### src/rtl/i2cbs_pkg.sv
package i2cbs_pkg;
  typedef enum logic [1:0] {
    BK_WRITE = 2'd0,
    BK_READ  = 2'd1,
    BK_STOP  = 2'd2
  } bop_e;

  typedef enum logic [2:0] {
    S_IDLE, S_CMD, S_RSP, S_GAP, S_PUSH, S_FIN
  } st_e;

  typedef enum logic [2:0] {
    P_ADDR, P_OFF, P_RADDR, P_DATA, P_STOP
  } ph_e;
endpackage

### src/rtl/i2cbs_byte_mux.sv
module i2cbs_byte_mux
  import i2cbs_pkg::*;
#(
  parameter int MAX_OFF = 2,
  localparam int OFF_W = 8 * MAX_OFF,
  localparam int OCW   = $clog2(MAX_OFF + 1)
) (
  input  ph_e              ph,
  input  logic             legacy,
  input  logic             rw_bit,
  input  logic [6:0]       dev7,
  input  logic [OFF_W-1:0] off,
  input  logic [OCW-1:0]   idx,
  output logic [7:0]       byte_o
);
  logic [7:0] slice [MAX_OFF];
  logic [7:0] off_b;

  for (genvar g = 0; g < MAX_OFF; g++) begin : g_slice
    assign slice[g] = off[8*g +: 8];
  end

  always_comb begin
    off_b = 8'h00;
    for (int k = 0; k < MAX_OFF; k++)
      if (idx == OCW'(k)) off_b = slice[k];
  end

  always_comb begin
    case (ph)
      P_ADDR:  byte_o = legacy ? {off[6:0], rw_bit} : {dev7, rw_bit};
      P_OFF:   byte_o = off_b;
      P_RADDR: byte_o = {dev7, 1'b1};
      default: byte_o = 8'h00;
    endcase
  end
endmodule

### src/rtl/i2cbs_gap_timer.sv
module i2cbs_gap_timer #(
  parameter int CYC = 6000,
  localparam int CW = $clog2(CYC + 1)
) (
  input  logic clk,
  input  logic rst_n,
  input  logic go,
  output logic expire
);
  logic          busy;
  logic [CW-1:0] cnt;

  always_ff @(posedge clk or negedge rst_n) begin
    if (!rst_n) begin
      busy <= 1'b0;
      cnt  <= '0;
    end else if (go) begin
      busy <= 1'b1;
      cnt  <= CW'(CYC - 1);
    end else if (busy) begin
      if (cnt == '0) busy <= 1'b0;
      else           cnt  <= cnt - CW'(1);
    end
  end

  assign expire = busy && (cnt == '0);

  p_gap_arm_r4: assert property (@(posedge clk) disable iff (!rst_n)
    go |=> busy);
  p_gap_count_r4: assert property (@(posedge clk) disable iff (!rst_n)
    (busy && !go && cnt != '0) |=> (busy && cnt == $past(cnt) - CW'(1)));
endmodule

### src/rtl/i2c_blk_seq.sv
module i2c_blk_seq
  import i2cbs_pkg::*;
#(
  parameter int         MAX_OFF    = 2,
  parameter int         LEN_W      = 8,
  parameter int         GAP_CYCLES = 6000,
  parameter logic [7:0] LEGACY_DEV = 8'h00,
  localparam int OFF_W = 8 * MAX_OFF,
  localparam int OCW   = $clog2(MAX_OFF + 1)
) (
  input  logic             clk,
  input  logic             rst_n,
  input  logic             cmd_valid,
  output logic             cmd_ready,
  input  logic             cmd_rd,
  input  logic [15:0]      cmd_dev,
  input  logic [OFF_W-1:0] cmd_off,
  input  logic [LEN_W-1:0] cmd_len,
  output logic             done,
  output logic             err,
  input  logic             wdat_valid,
  output logic             wdat_ready,
  input  logic [7:0]       wdat_data,
  output logic             rdat_valid,
  input  logic             rdat_ready,
  output logic [7:0]       rdat_data,
  output logic             bcmd_valid,
  input  logic             bcmd_ready,
  output logic [1:0]       bcmd_op,
  output logic             bcmd_start,
  output logic             bcmd_last,
  output logic [7:0]       bcmd_data,
  input  logic             brsp_valid,
  input  logic             brsp_nack,
  input  logic [7:0]       brsp_data
);
  localparam logic [7:0] OFF_LIM = 8'(MAX_OFF);

  st_e              st;
  ph_e              ph;
  logic             rd_q, legacy_q, err_q;
  logic [6:0]       dev_q;
  logic [OFF_W-1:0] off_q;
  logic [OCW-1:0]   ocnt_q, idx_q;
  logic [LEN_W-1:0] rem_q;
  logic [7:0]       rbyte_q;
  logic [7:0]       mux_byte;
  logic             gap_go, gap_done, rsp_hit, rd_data_ph, wr_data_ph;

  assign rsp_hit    = (st == S_RSP) && brsp_valid;
  assign rd_data_ph = (ph == P_DATA) && rd_q;
  assign wr_data_ph = (ph == P_DATA) && !rd_q;
  assign gap_go     = rsp_hit && (ph == P_OFF) && !brsp_nack;

  i2cbs_byte_mux #(.MAX_OFF(MAX_OFF)) u_mux (
    .ph     (ph),
    .legacy (legacy_q),
    .rw_bit (rd_q && (ocnt_q == '0)),
    .dev7   (dev_q),
    .off    (off_q),
    .idx    (idx_q),
    .byte_o (mux_byte)
  );

  i2cbs_gap_timer #(.CYC(GAP_CYCLES)) u_gap (
    .clk    (clk),
    .rst_n  (rst_n),
    .go     (gap_go),
    .expire (gap_done)
  );

  // Engine operation and stream handshakes
  always_comb begin
    bcmd_valid = (st == S_CMD) && (!wr_data_ph || wdat_valid);
    if (ph == P_STOP)   bcmd_op = BK_STOP;
    else if (rd_data_ph) bcmd_op = BK_READ;
    else                bcmd_op = BK_WRITE;
    bcmd_start = (ph == P_ADDR) || (ph == P_RADDR);
    bcmd_last  = rd_data_ph && (rem_q == LEN_W'(1));
    bcmd_data  = wr_data_ph ? wdat_data : mux_byte;
  end

  assign wdat_ready = (st == S_CMD) && wr_data_ph && bcmd_ready;
  assign cmd_ready  = (st == S_IDLE);
  assign rdat_valid = (st == S_PUSH);
  assign rdat_data  = rbyte_q;
  assign done       = (st == S_FIN);
  assign err        = err_q;

  always_ff @(posedge clk or negedge rst_n) begin
    if (!rst_n) begin
      st       <= S_IDLE;
      ph       <= P_ADDR;
      rd_q     <= 1'b0;
      legacy_q <= 1'b0;
      err_q    <= 1'b0;
      dev_q    <= '0;
      off_q    <= '0;
      ocnt_q   <= '0;
      idx_q    <= '0;
      rem_q    <= '0;
      rbyte_q  <= '0;
    end else begin
      case (st)
        S_IDLE: if (cmd_valid) begin
          rd_q     <= cmd_rd;
          dev_q    <= cmd_dev[7:1];
          off_q    <= cmd_off;
          rem_q    <= cmd_len;
          idx_q    <= '0;
          ph       <= P_ADDR;
          legacy_q <= (cmd_dev[7:0] == LEGACY_DEV);
          ocnt_q   <= (cmd_dev[7:0] == LEGACY_DEV) ? '0 : cmd_dev[8 +: OCW];
          if (cmd_dev[15:8] > OFF_LIM) begin
            err_q <= 1'b1;
            st    <= S_FIN;
          end else begin
            err_q <= 1'b0;
            st    <= S_CMD;
          end
        end
        S_CMD: if (bcmd_valid && bcmd_ready) st <= S_RSP;
        S_RSP: if (brsp_valid) begin
          if (brsp_nack && !rd_data_ph && ph != P_STOP) begin
            err_q <= 1'b1;
            ph    <= P_STOP;
            st    <= S_CMD;
          end else begin
            case (ph)
              P_ADDR: begin
                st <= S_CMD;
                if (ocnt_q != '0) begin
                  ph    <= P_OFF;
                  idx_q <= '0;
                end else begin
                  ph <= (rem_q == '0) ? P_STOP : P_DATA;
                end
              end
              P_OFF:   st <= S_GAP;
              P_RADDR: begin
                st <= S_CMD;
                ph <= (rem_q == '0) ? P_STOP : P_DATA;
              end
              P_DATA: begin
                if (rd_q) begin
                  rbyte_q <= brsp_data;
                  st      <= S_PUSH;
                end else begin
                  rem_q <= rem_q - LEN_W'(1);
                  if (rem_q == LEN_W'(1)) ph <= P_STOP;
                  st <= S_CMD;
                end
              end
              default: st <= S_FIN;
            endcase
          end
        end
        S_GAP: if (gap_done) begin
          st <= S_CMD;
          if (idx_q + OCW'(1) == ocnt_q) begin
            if (rd_q)                ph <= P_RADDR;
            else if (rem_q == '0)    ph <= P_STOP;
            else                     ph <= P_DATA;
          end else begin
            idx_q <= idx_q + OCW'(1);
            ph    <= P_OFF;
          end
        end
        S_PUSH: if (rdat_ready) begin
          rem_q <= rem_q - LEN_W'(1);
          st    <= (rem_q == LEN_W'(1)) ? S_FIN : S_CMD;
        end
        default: st <= S_IDLE;
      endcase
    end
  end

  p_reject_r2: assert property (@(posedge clk) disable iff (!rst_n)
    (cmd_valid && cmd_ready && cmd_dev[15:8] > OFF_LIM) |=> (done && err && !bcmd_valid));
  p_done_pulse_r11: assert property (@(posedge clk) disable iff (!rst_n)
    done |=> !done);
  p_rdat_hold_r10: assert property (@(posedge clk) disable iff (!rst_n)
    (rdat_valid && !rdat_ready) |=> (rdat_valid && $stable(rdat_data)));
  p_quiet_on_stall_r10: assert property (@(posedge clk) disable iff (!rst_n)
    rdat_valid |-> !bcmd_valid);
  p_bcmd_hold_r8: assert property (@(posedge clk) disable iff (!rst_n)
    (bcmd_valid && !bcmd_ready) |=> (bcmd_valid && $stable(bcmd_op) && $stable(bcmd_start)));
  p_nack_stop_r9: assert property (@(posedge clk) disable iff (!rst_n)
    (rsp_hit && brsp_nack && !rd_data_ph && ph != P_STOP) |=> (bcmd_valid && bcmd_op == 2'd2));
endmodule

### config.mk
export PLATFORM = sky130hd
export DESIGN_NAME = i2c_blk_seq
export DESIGN_NICKNAME = d
export VERILOG_FILES = /design/src/rtl/i2cbs_pkg.sv /design/src/rtl/i2cbs_byte_mux.sv /design/src/rtl/i2cbs_gap_timer.sv /design/src/rtl/i2c_blk_seq.sv
export SDC_FILE = /design/constraint.sdc
export NUM_CORES = 1
export LEC_CHECK = 0
export ABC_AREA = 1
export CAP_MARGIN = 10
export CORE_MARGIN = 2
export CORE_UTILIZATION = 56
export DETAILED_ROUTE_END_ITERATION = 6
export GPL_TIMING_DRIVEN = 0
export PLACE_DENSITY = 0.86
export SYNTH_ARGS = -nofsm -noshare
export SYNTH_HDL_FRONTEND = slang
export SYNTH_HIERARCHICAL = 1
export SYNTH_SLANG_ARGS = --single-unit
### constraint.sdc
create_clock -name clk -period 2.9 [get_ports clk]
set_input_delay 0.58 -clock clk [delete_from_list [all_inputs] [get_ports clk]]
set_output_delay 0.58 -clock clk [all_outputs]
set_load 0.02 [all_outputs]
Word level (Yosys, flattened, before mapping)
Index checks and enable logic that the tools add are counted.
W data, S select, Z words.
{ "totals": {"reg_bits": 66, "input_bits": 65, "out_inout_bits": 26, "wordCells": 145} }
{ "classes": {"n_addsub": 3, "magnitude_cmp": 1, "eq_ne": 29, "muxes": 57, "bitwise_logic": 1, "n_reduce_logical": 41} }
{ "op_table": {"columns": ["cell", "n"], "rows": [
  ["$mux W8", 10],
  ["$mux W3", 19],
  ["$pmux W8 S3", 2],
  ["$mux W13", 3],
  ["$pmux W3 S3", 3],
  ["$mux W2", 9],
  ["$logic_not A8 Y1", 2],
  ["$pmux W3 S5", 1],
  ["$logic_and A1 B1 Y1", 14],
  ["$ne A2 B2 Y1 const B", 7],
  ["$reduce_and A7 Y1", 2],
  ["$logic_not A13 Y1", 1],
  ["$sub A13 B1 Y13 const B", 1],
  ["$eq A3 B2 Y1 const B", 4],
  ["$ne A2 B1 Y1 const B", 6],
  ["$reduce_and A5 Y1", 2],
  ["$eq A3 B3 Y1 const B", 3],
  ["$eq A8 B1 Y1 const B", 1],
  ["$gt A8 B2 Y1 const B", 1],
  ["$mux W1", 8],
  ["$reduce_and A8 Y1", 1],
  ["$sub A8 B1 Y8 const B", 1],
  ["$eq A3 B1 Y1 const B", 2],
  ["$logic_not A3 Y1", 2],
  ["18 further kinds", 27]
]} }

Logic depth before layout (Yosys ltp)
{ "logic_depth": {"ltp_word": 8, "depth_mapped": 13, "depth_no_buf": 13} }

Hierarchy
Netlist, hierarchy kept.
{ "by_module_without_submodules": {"columns": ["mod", "instances", "cells_per_inst", "area_each_um2", "seq_area_each_um2"], "rows": [
  ["i2c_blk_seq", 1, 427, 3060.4, 1301.2],
  ["i2cbs_gap_timer", 1, 138, 980.9, 350.3],
  ["i2cbs_byte_mux", 1, 87, 442.9, 0.0]
]} }

Worst setup path before layout
Ideal clock, no wire load.
{ "synth_path": {"path_type": "flip-flop to flip-flop", "from": "register ph[0]", "to": "register u_gap.cnt[5]", "setup_ns": 0.074, "arrival_time_ns": 1.847, "required_time_ns": 2.826, "slack_ns": 0.979, "stages_incl_launch_ff": 10, "path_buffers": 1, "synth_period_minus_slack_ns": 1.921, "cell_sequence": "dfrtp_1 > inv_1 > nor3_1 > nand2_1 > nor3_1 > inv_1 > clkbuf_1 > nand3_1 > nand2_1 > o21ai_2"} }
{ "synth_via": {"elab_chain_cells": 5, "word_cells_on_any_way": 7, "classes_between": "eq/ne: 2; mux: 1; reduce/logical: 4"} }
{ "synth_lines": {"columns": ["item", "line", "source"], "rows": [
  ["start, declared", "i2c_blk_seq.sv:40", "ph_e ph;"],
  ["start signal, assigned", "i2c_blk_seq.sv:136", "ph <= (rem_q == '0) ? P_STOP : P_DATA;"],
  ["start signal, assigned", "i2c_blk_seq.sv:142", "ph <= (rem_q == '0) ? P_STOP : P_DATA;"],
  ["$eq A3 B1 Y1 (*)", "i2c_blk_seq.sv:53", "assign gap_go = rsp_hit && (ph == P_OFF) && !brsp_nack;"],
  ["$logic_and A1 B1 Y1 (*) (2 in a row)", "i2c_blk_seq.sv:53", null],
  ["via gap_go", "i2c_blk_seq.sv:48", "logic gap_go, gap_done, rsp_hit, rd_data_ph, wr_data_ph;"],
  ["$ne A2 B2 Y1 (no source line) / $reduce_bool A2 Y1 (equally long branches)", null, null],
  ["$reduce_and A2 Y1 (no source line)", null, null],
  ["end signal, assigned", "i2cbs_gap_timer.sv:19", "cnt <= CW'(CYC - 1);"],
  ["end signal, assigned", "i2cbs_gap_timer.sv:22", "else cnt <= cnt - CW'(1);"],
  ["end, declared", "i2cbs_gap_timer.sv:11", "logic [CW-1:0] cnt;"]
]} }
The timed path passes the listed nets; every way through them passes the cells marked *.
A chain may end at the register's enable or synchronous reset.

Worst setup path after layout
{ "layout_path": {"from": "register idx_q[0]", "to": "output port bcmd_data[7]"} }
{ "layout_via": {"elab_chain_cells": 5, "word_cells_on_any_way": 6, "classes_between": "eq/ne: 1; mux: 4; reduce/logical: 1"} }
{ "layout_lines": {"columns": ["item", "line", "source"], "rows": [
  ["start, declared", "i2c_blk_seq.sv:44", "logic [OCW-1:0] ocnt_q, idx_q;"],
  ["start signal, assigned", "i2c_blk_seq.sv:165", "idx_q <= idx_q + OCW'(1);"],
  ["$logic_not A2 Y1", "i2cbs_byte_mux.sv:26", "if (idx == OCW'(k)) off_b = slice[k];"],
  ["$mux W8", "i2cbs_byte_mux.sv:26", null],
  ["$mux W8 (*)", "i2cbs_byte_mux.sv:26", null],
  ["$pmux W8 S3 (*)", "i2cbs_byte_mux.sv:30", "case (ph)"],
  ["via mux_byte[7]", "i2c_blk_seq.sv:47", "logic [7:0] mux_byte;"],
  ["$mux W8 (*)", "i2c_blk_seq.sv:80", "bcmd_data = wr_data_ph ? wdat_data : mux_byte;"],
  ["end, declared", "i2c_blk_seq.sv:32", "output logic [7:0] bcmd_data,"]
]} }
Marks and branches as above.

==> impl_results.md <==
- Synth top area cells: sky130_fd_sc_hd__dfrtp_1, sky130_fd_sc_hd__nand2_1, sky130_fd_sc_hd__nand3_1
- Class of the most critical setup path: reg -> out
- Bufs on Longest Clock Path: 2
- Effective utilization at floorplan: 0.580
- Area share of fa/ha/maj cells after synthesis: 0.0140
- Final hold violation count: 0
- DRC: 0
- Mux contribution to synthesized area: 0
- Clock transition time at the flip-flop clock pins of the worst setup and hold paths: 70 ps
- Seq/Total Area, Yosys: 0.368
- Cell type with the largest total area after synthesis: sky130_fd_sc_hd__dfrtp_1
- Post-route setup slack: 118 ps
- Max transition margin: 0.451
- Endpoint of the worst register-to-register path: u_gap/cnt[3]
- CTS Sinks: 66
- H-tree level count: 3
- Wl on met1: 4.84 mm
- Std cell rows: 32
- Static leakage: 0.00292 uW
- Power Internal: 2880 uW
- Routed wirelength normalized by instance count: 13.3 um
- Detailed router's first-iteration violation count: 309
- NetSw: 2580 uW
- Total iterations of the first detailed-routing run: 5
- Power per cell area: 958 nW/um^2
- Worst setup path startpoint: idx_q[0]
- Most repeated library cell on the critical path: sky130_fd_sc_hd__nand2_1
- Post-Place Worst Slack: 289 ps
- Number of cells produced by synthesis: 652
- Top cells by instance count after synthesis: sky130_fd_sc_hd__nand2_1, sky130_fd_sc_hd__dfrtp_1, sky130_fd_sc_hd__inv_1
- Reg2Reg Setup Slack: 420 ps
- Switching Fraction: 0.472
- Share of the synthesized area in the top cell type: 0.368
- Req. time, crit path: 2320 ps
- Maximum number of pins on one net before global-route repair: 67
- Number of warning messages in the yosys log: 6
- Comb pwr share: 0.562
- Clock insertion delay at the later pin of the skew report: 360 ps
- DR vias/cell: 5.27
- Final count of pins violating max slew: 0
- Mapped Avg Cell Area: 6.88 sq um
- Max Fclk: 0.359 GHz
- Via count of the first global-routing pass: 4292
- Floorplan die height: 93.5 um
- GR Overflow Total: 0
- Setup bufs post-CTS: 0
- Cell-by-cell trace of the critical path: buf_4 > nor2_8 > nand2_1 > nand2_1 > nand2_1 > nand3_2 > nand2_1 > nand2_1 > clkdlybuf4s50_1
- Share of synthesized cell area in and, or, nand and nor gates: 0.450
- Count of final setup violators: 0
- Number of nets in the layout: 822
- Max-cap check violation count: 0
- Share of the synthesized netlist area taken by xor and xnor gates: 0.00586
- Synthesized-area fraction occupied by ao, oa, aoi and oai cells: 0.0812
- Arrival time of data at the critical path endpoint: 2200 ps
- Portion of the clock cycle consumed by the worst path in the final layout: 0.959
- Met2 WL post-DR: 5.64 mm
- Dominant combinational cell family by area after synthesis: simple AND/OR/NAND/NOR gates
- Gr usage total: 0.273
- Initial antenna violation count: 0
- Run status: completed
- Area of the placeable core: 7730 sq um
- Total wire length: 11.4 mm
- Residual antenna-violating net count after detailed routing: 0
- Pin slew with the least headroom to its limit: 824 ps
- Filler cell count: 622
- Unique masters post-synth: 39
- Most frequent cell after synthesis: sky130_fd_sc_hd__nand2_1
- Clock buffer count from CTS: 9
- Total negative slack for setup checks: 0 ps
- Library cell used as clock root buffer: sky130_fd_sc_hd__clkbuf_8
- RSZ-0062 raised after global routing: false
- GP Congestion: 0.922
- Wire length of the first global-routing pass: 18.9 mm
- Post-route clock skew: 14.2 ps
- Top sig layer: met4
- Number of flip-flops and latches in the synthesized netlist: 66
- Synthesized area: 4480 sq um
- Setup crit end kind: output pin
- Element type at the critical path start: flip-flop
- Fraction of layout instances using a drive strength above 1: 0.136
- Final-layout worst hold slack: 320 ps
- CP max stage cell: sky130_fd_sc_hd__clkdlybuf4s50_1
- Fraction of synthesis flops using an asynchronous set or reset pin: 1.00
- Largest driver fanout on the critical path: 9
- Number of top-level pins: 91
- Clk pwr share: 0.140
- Peak VDD IR: 0.000467 V
- Vias post-DR: 4520
- Primary flip-flop cell chosen by synthesis mapping: sky130_fd_sc_hd__dfrtp_1
- Hold Crit Class: in -> async
- Cells on worst reg2reg path: 10
- Worst r2r src: st[2]
- Area growth syn-to-layout: 27.1%
- Overall die area: 8740 sq um
- Number of antenna repair diodes: 0
- EDFF count, synth: 0
- Met3 WL post-DR: 702 um
- Port-buffer cells: 89
- Post-detail-place hpwl: 8.50 mm
- Fin crit period: 2780 ps
- Portion of total power attributed to sequential cells: 0.298
- Clock tree from TritonCTS: built
- Horiz. Die Dim: 93.5 um
- Total nets after synthesis: 722
- Fin util: 0.738
- Delay contributed by the slowest stage of the critical path: 590 ps
state kept, by name (all words and copies together), names as in the netlist:
register    flops
dev_q           7
err             1
idx_q           2
legacy_q        1
ocnt_q          2
off_q          16
ph              3
rd_q            1
rdat_data       8
rem_q           8
st              3
u_gap/busy      1
u_gap/cnt      13
layout by cell type (no fill, tap or decap), drive strengths merged:
cell type / netlist / layout
a211oi: 1 / 1
a21boi: 2 / 2
a21oi: 4 / 4
a31oi: 1 / 1
and2: 2 / 2
buf: 8 / 9
bufinv: 0 / 1
clkbuf: 3 / 15
clkdlybuf4s50: 0 / 88
clkinv: 1 / 3
dfrtp: 66 / 66
ha: 5 / 5
inv: 75 / 75
nand2: 284 / 284
nand3: 62 / 62
nand3b: 3 / 3
nand4: 7 / 7
nor2: 65 / 65
nor3: 6 / 6
o21a: 1 / 1
o21ai: 49 / 49
o22ai: 1 / 1
or2: 3 / 3
xor2: 3 / 3
timing repair:
item / in CTS / in global routing
hold buffers: 0 / 0
setup endpoints to repair: 0 / 10
resized for setup: 0 / 5
hold endpoints to repair: 0 / 0
logic make-up after synthesis:
group | after synthesis
compound gates | 59
xor+xnor | 3
flops | 66
fa+ha+maj | 5
buf+inv | 87
simple gates | 432
critical path, delay by kind of cell (launching register included):
kind / cells / cell delay, ps
buffers and inverters: 2 / 800
flip-flops: 1 / 450
AND/OR/NAND/NOR: 7 / 590
cell type report:
type / count / area [sq um] / area share
Buffer: 11 / 76.3 / 0.0134
Clock buffer: 12 / 145 / 0.0255
Clock inverter: 3 / 40.0 / 0.00702
Inverter: 76 / 285 / 0.0500
Multi-Input combinational cell: 499 / 2480 / 0.436
Sequential cell: 66 / 1650 / 0.290
Tap cell: 102 / 128 / 0.0224
Timing Repair Buffer: 89 / 888 / 0.156
power by group through the flow:
stage | logic [uW] | clock network (uW) | registers (uW)
2_1_floorplan | 2160 | 0 | 1560
3_3_place_gp | 2910 | 0 | 1610
3_5_place_dp | 3020 | 0 | 1620
4_1_cts | 3040 | 770 | 1610
5_1_grt | 3410 | 815 | 1670
6_report | 3070 | 764 | 1630
worst max path at each step:
stage,to,slack (ps)
after global placement,rdat_data[4],-930
final,bcmd_data[7],120
after global routing,bcmd_data[1],9
after CTS,bcmd_last,10
after floorplan,u_gap/cnt[5],980
after detailed placement,u_gap/cnt[3],290
per-layer routing:
layer	GRT usage	up-vias
li1	-	2249
met1	0.334	2100
met2	0.472	149
met3	0.0612	22
met4	0.0968	0
met5	0	-
through the flow:
stage	total power (uW)	std cells	cell area, sq um
3_3_place_gp	4520	843	5500
5_1_grt	5900	858	5700
3_5_place_dp	4640	843	5500
2_1_floorplan	3710	652	4480
4_1_cts	5420	858	5690
6_report	5460	858	5700
Power figures use the tool's default switching activity.
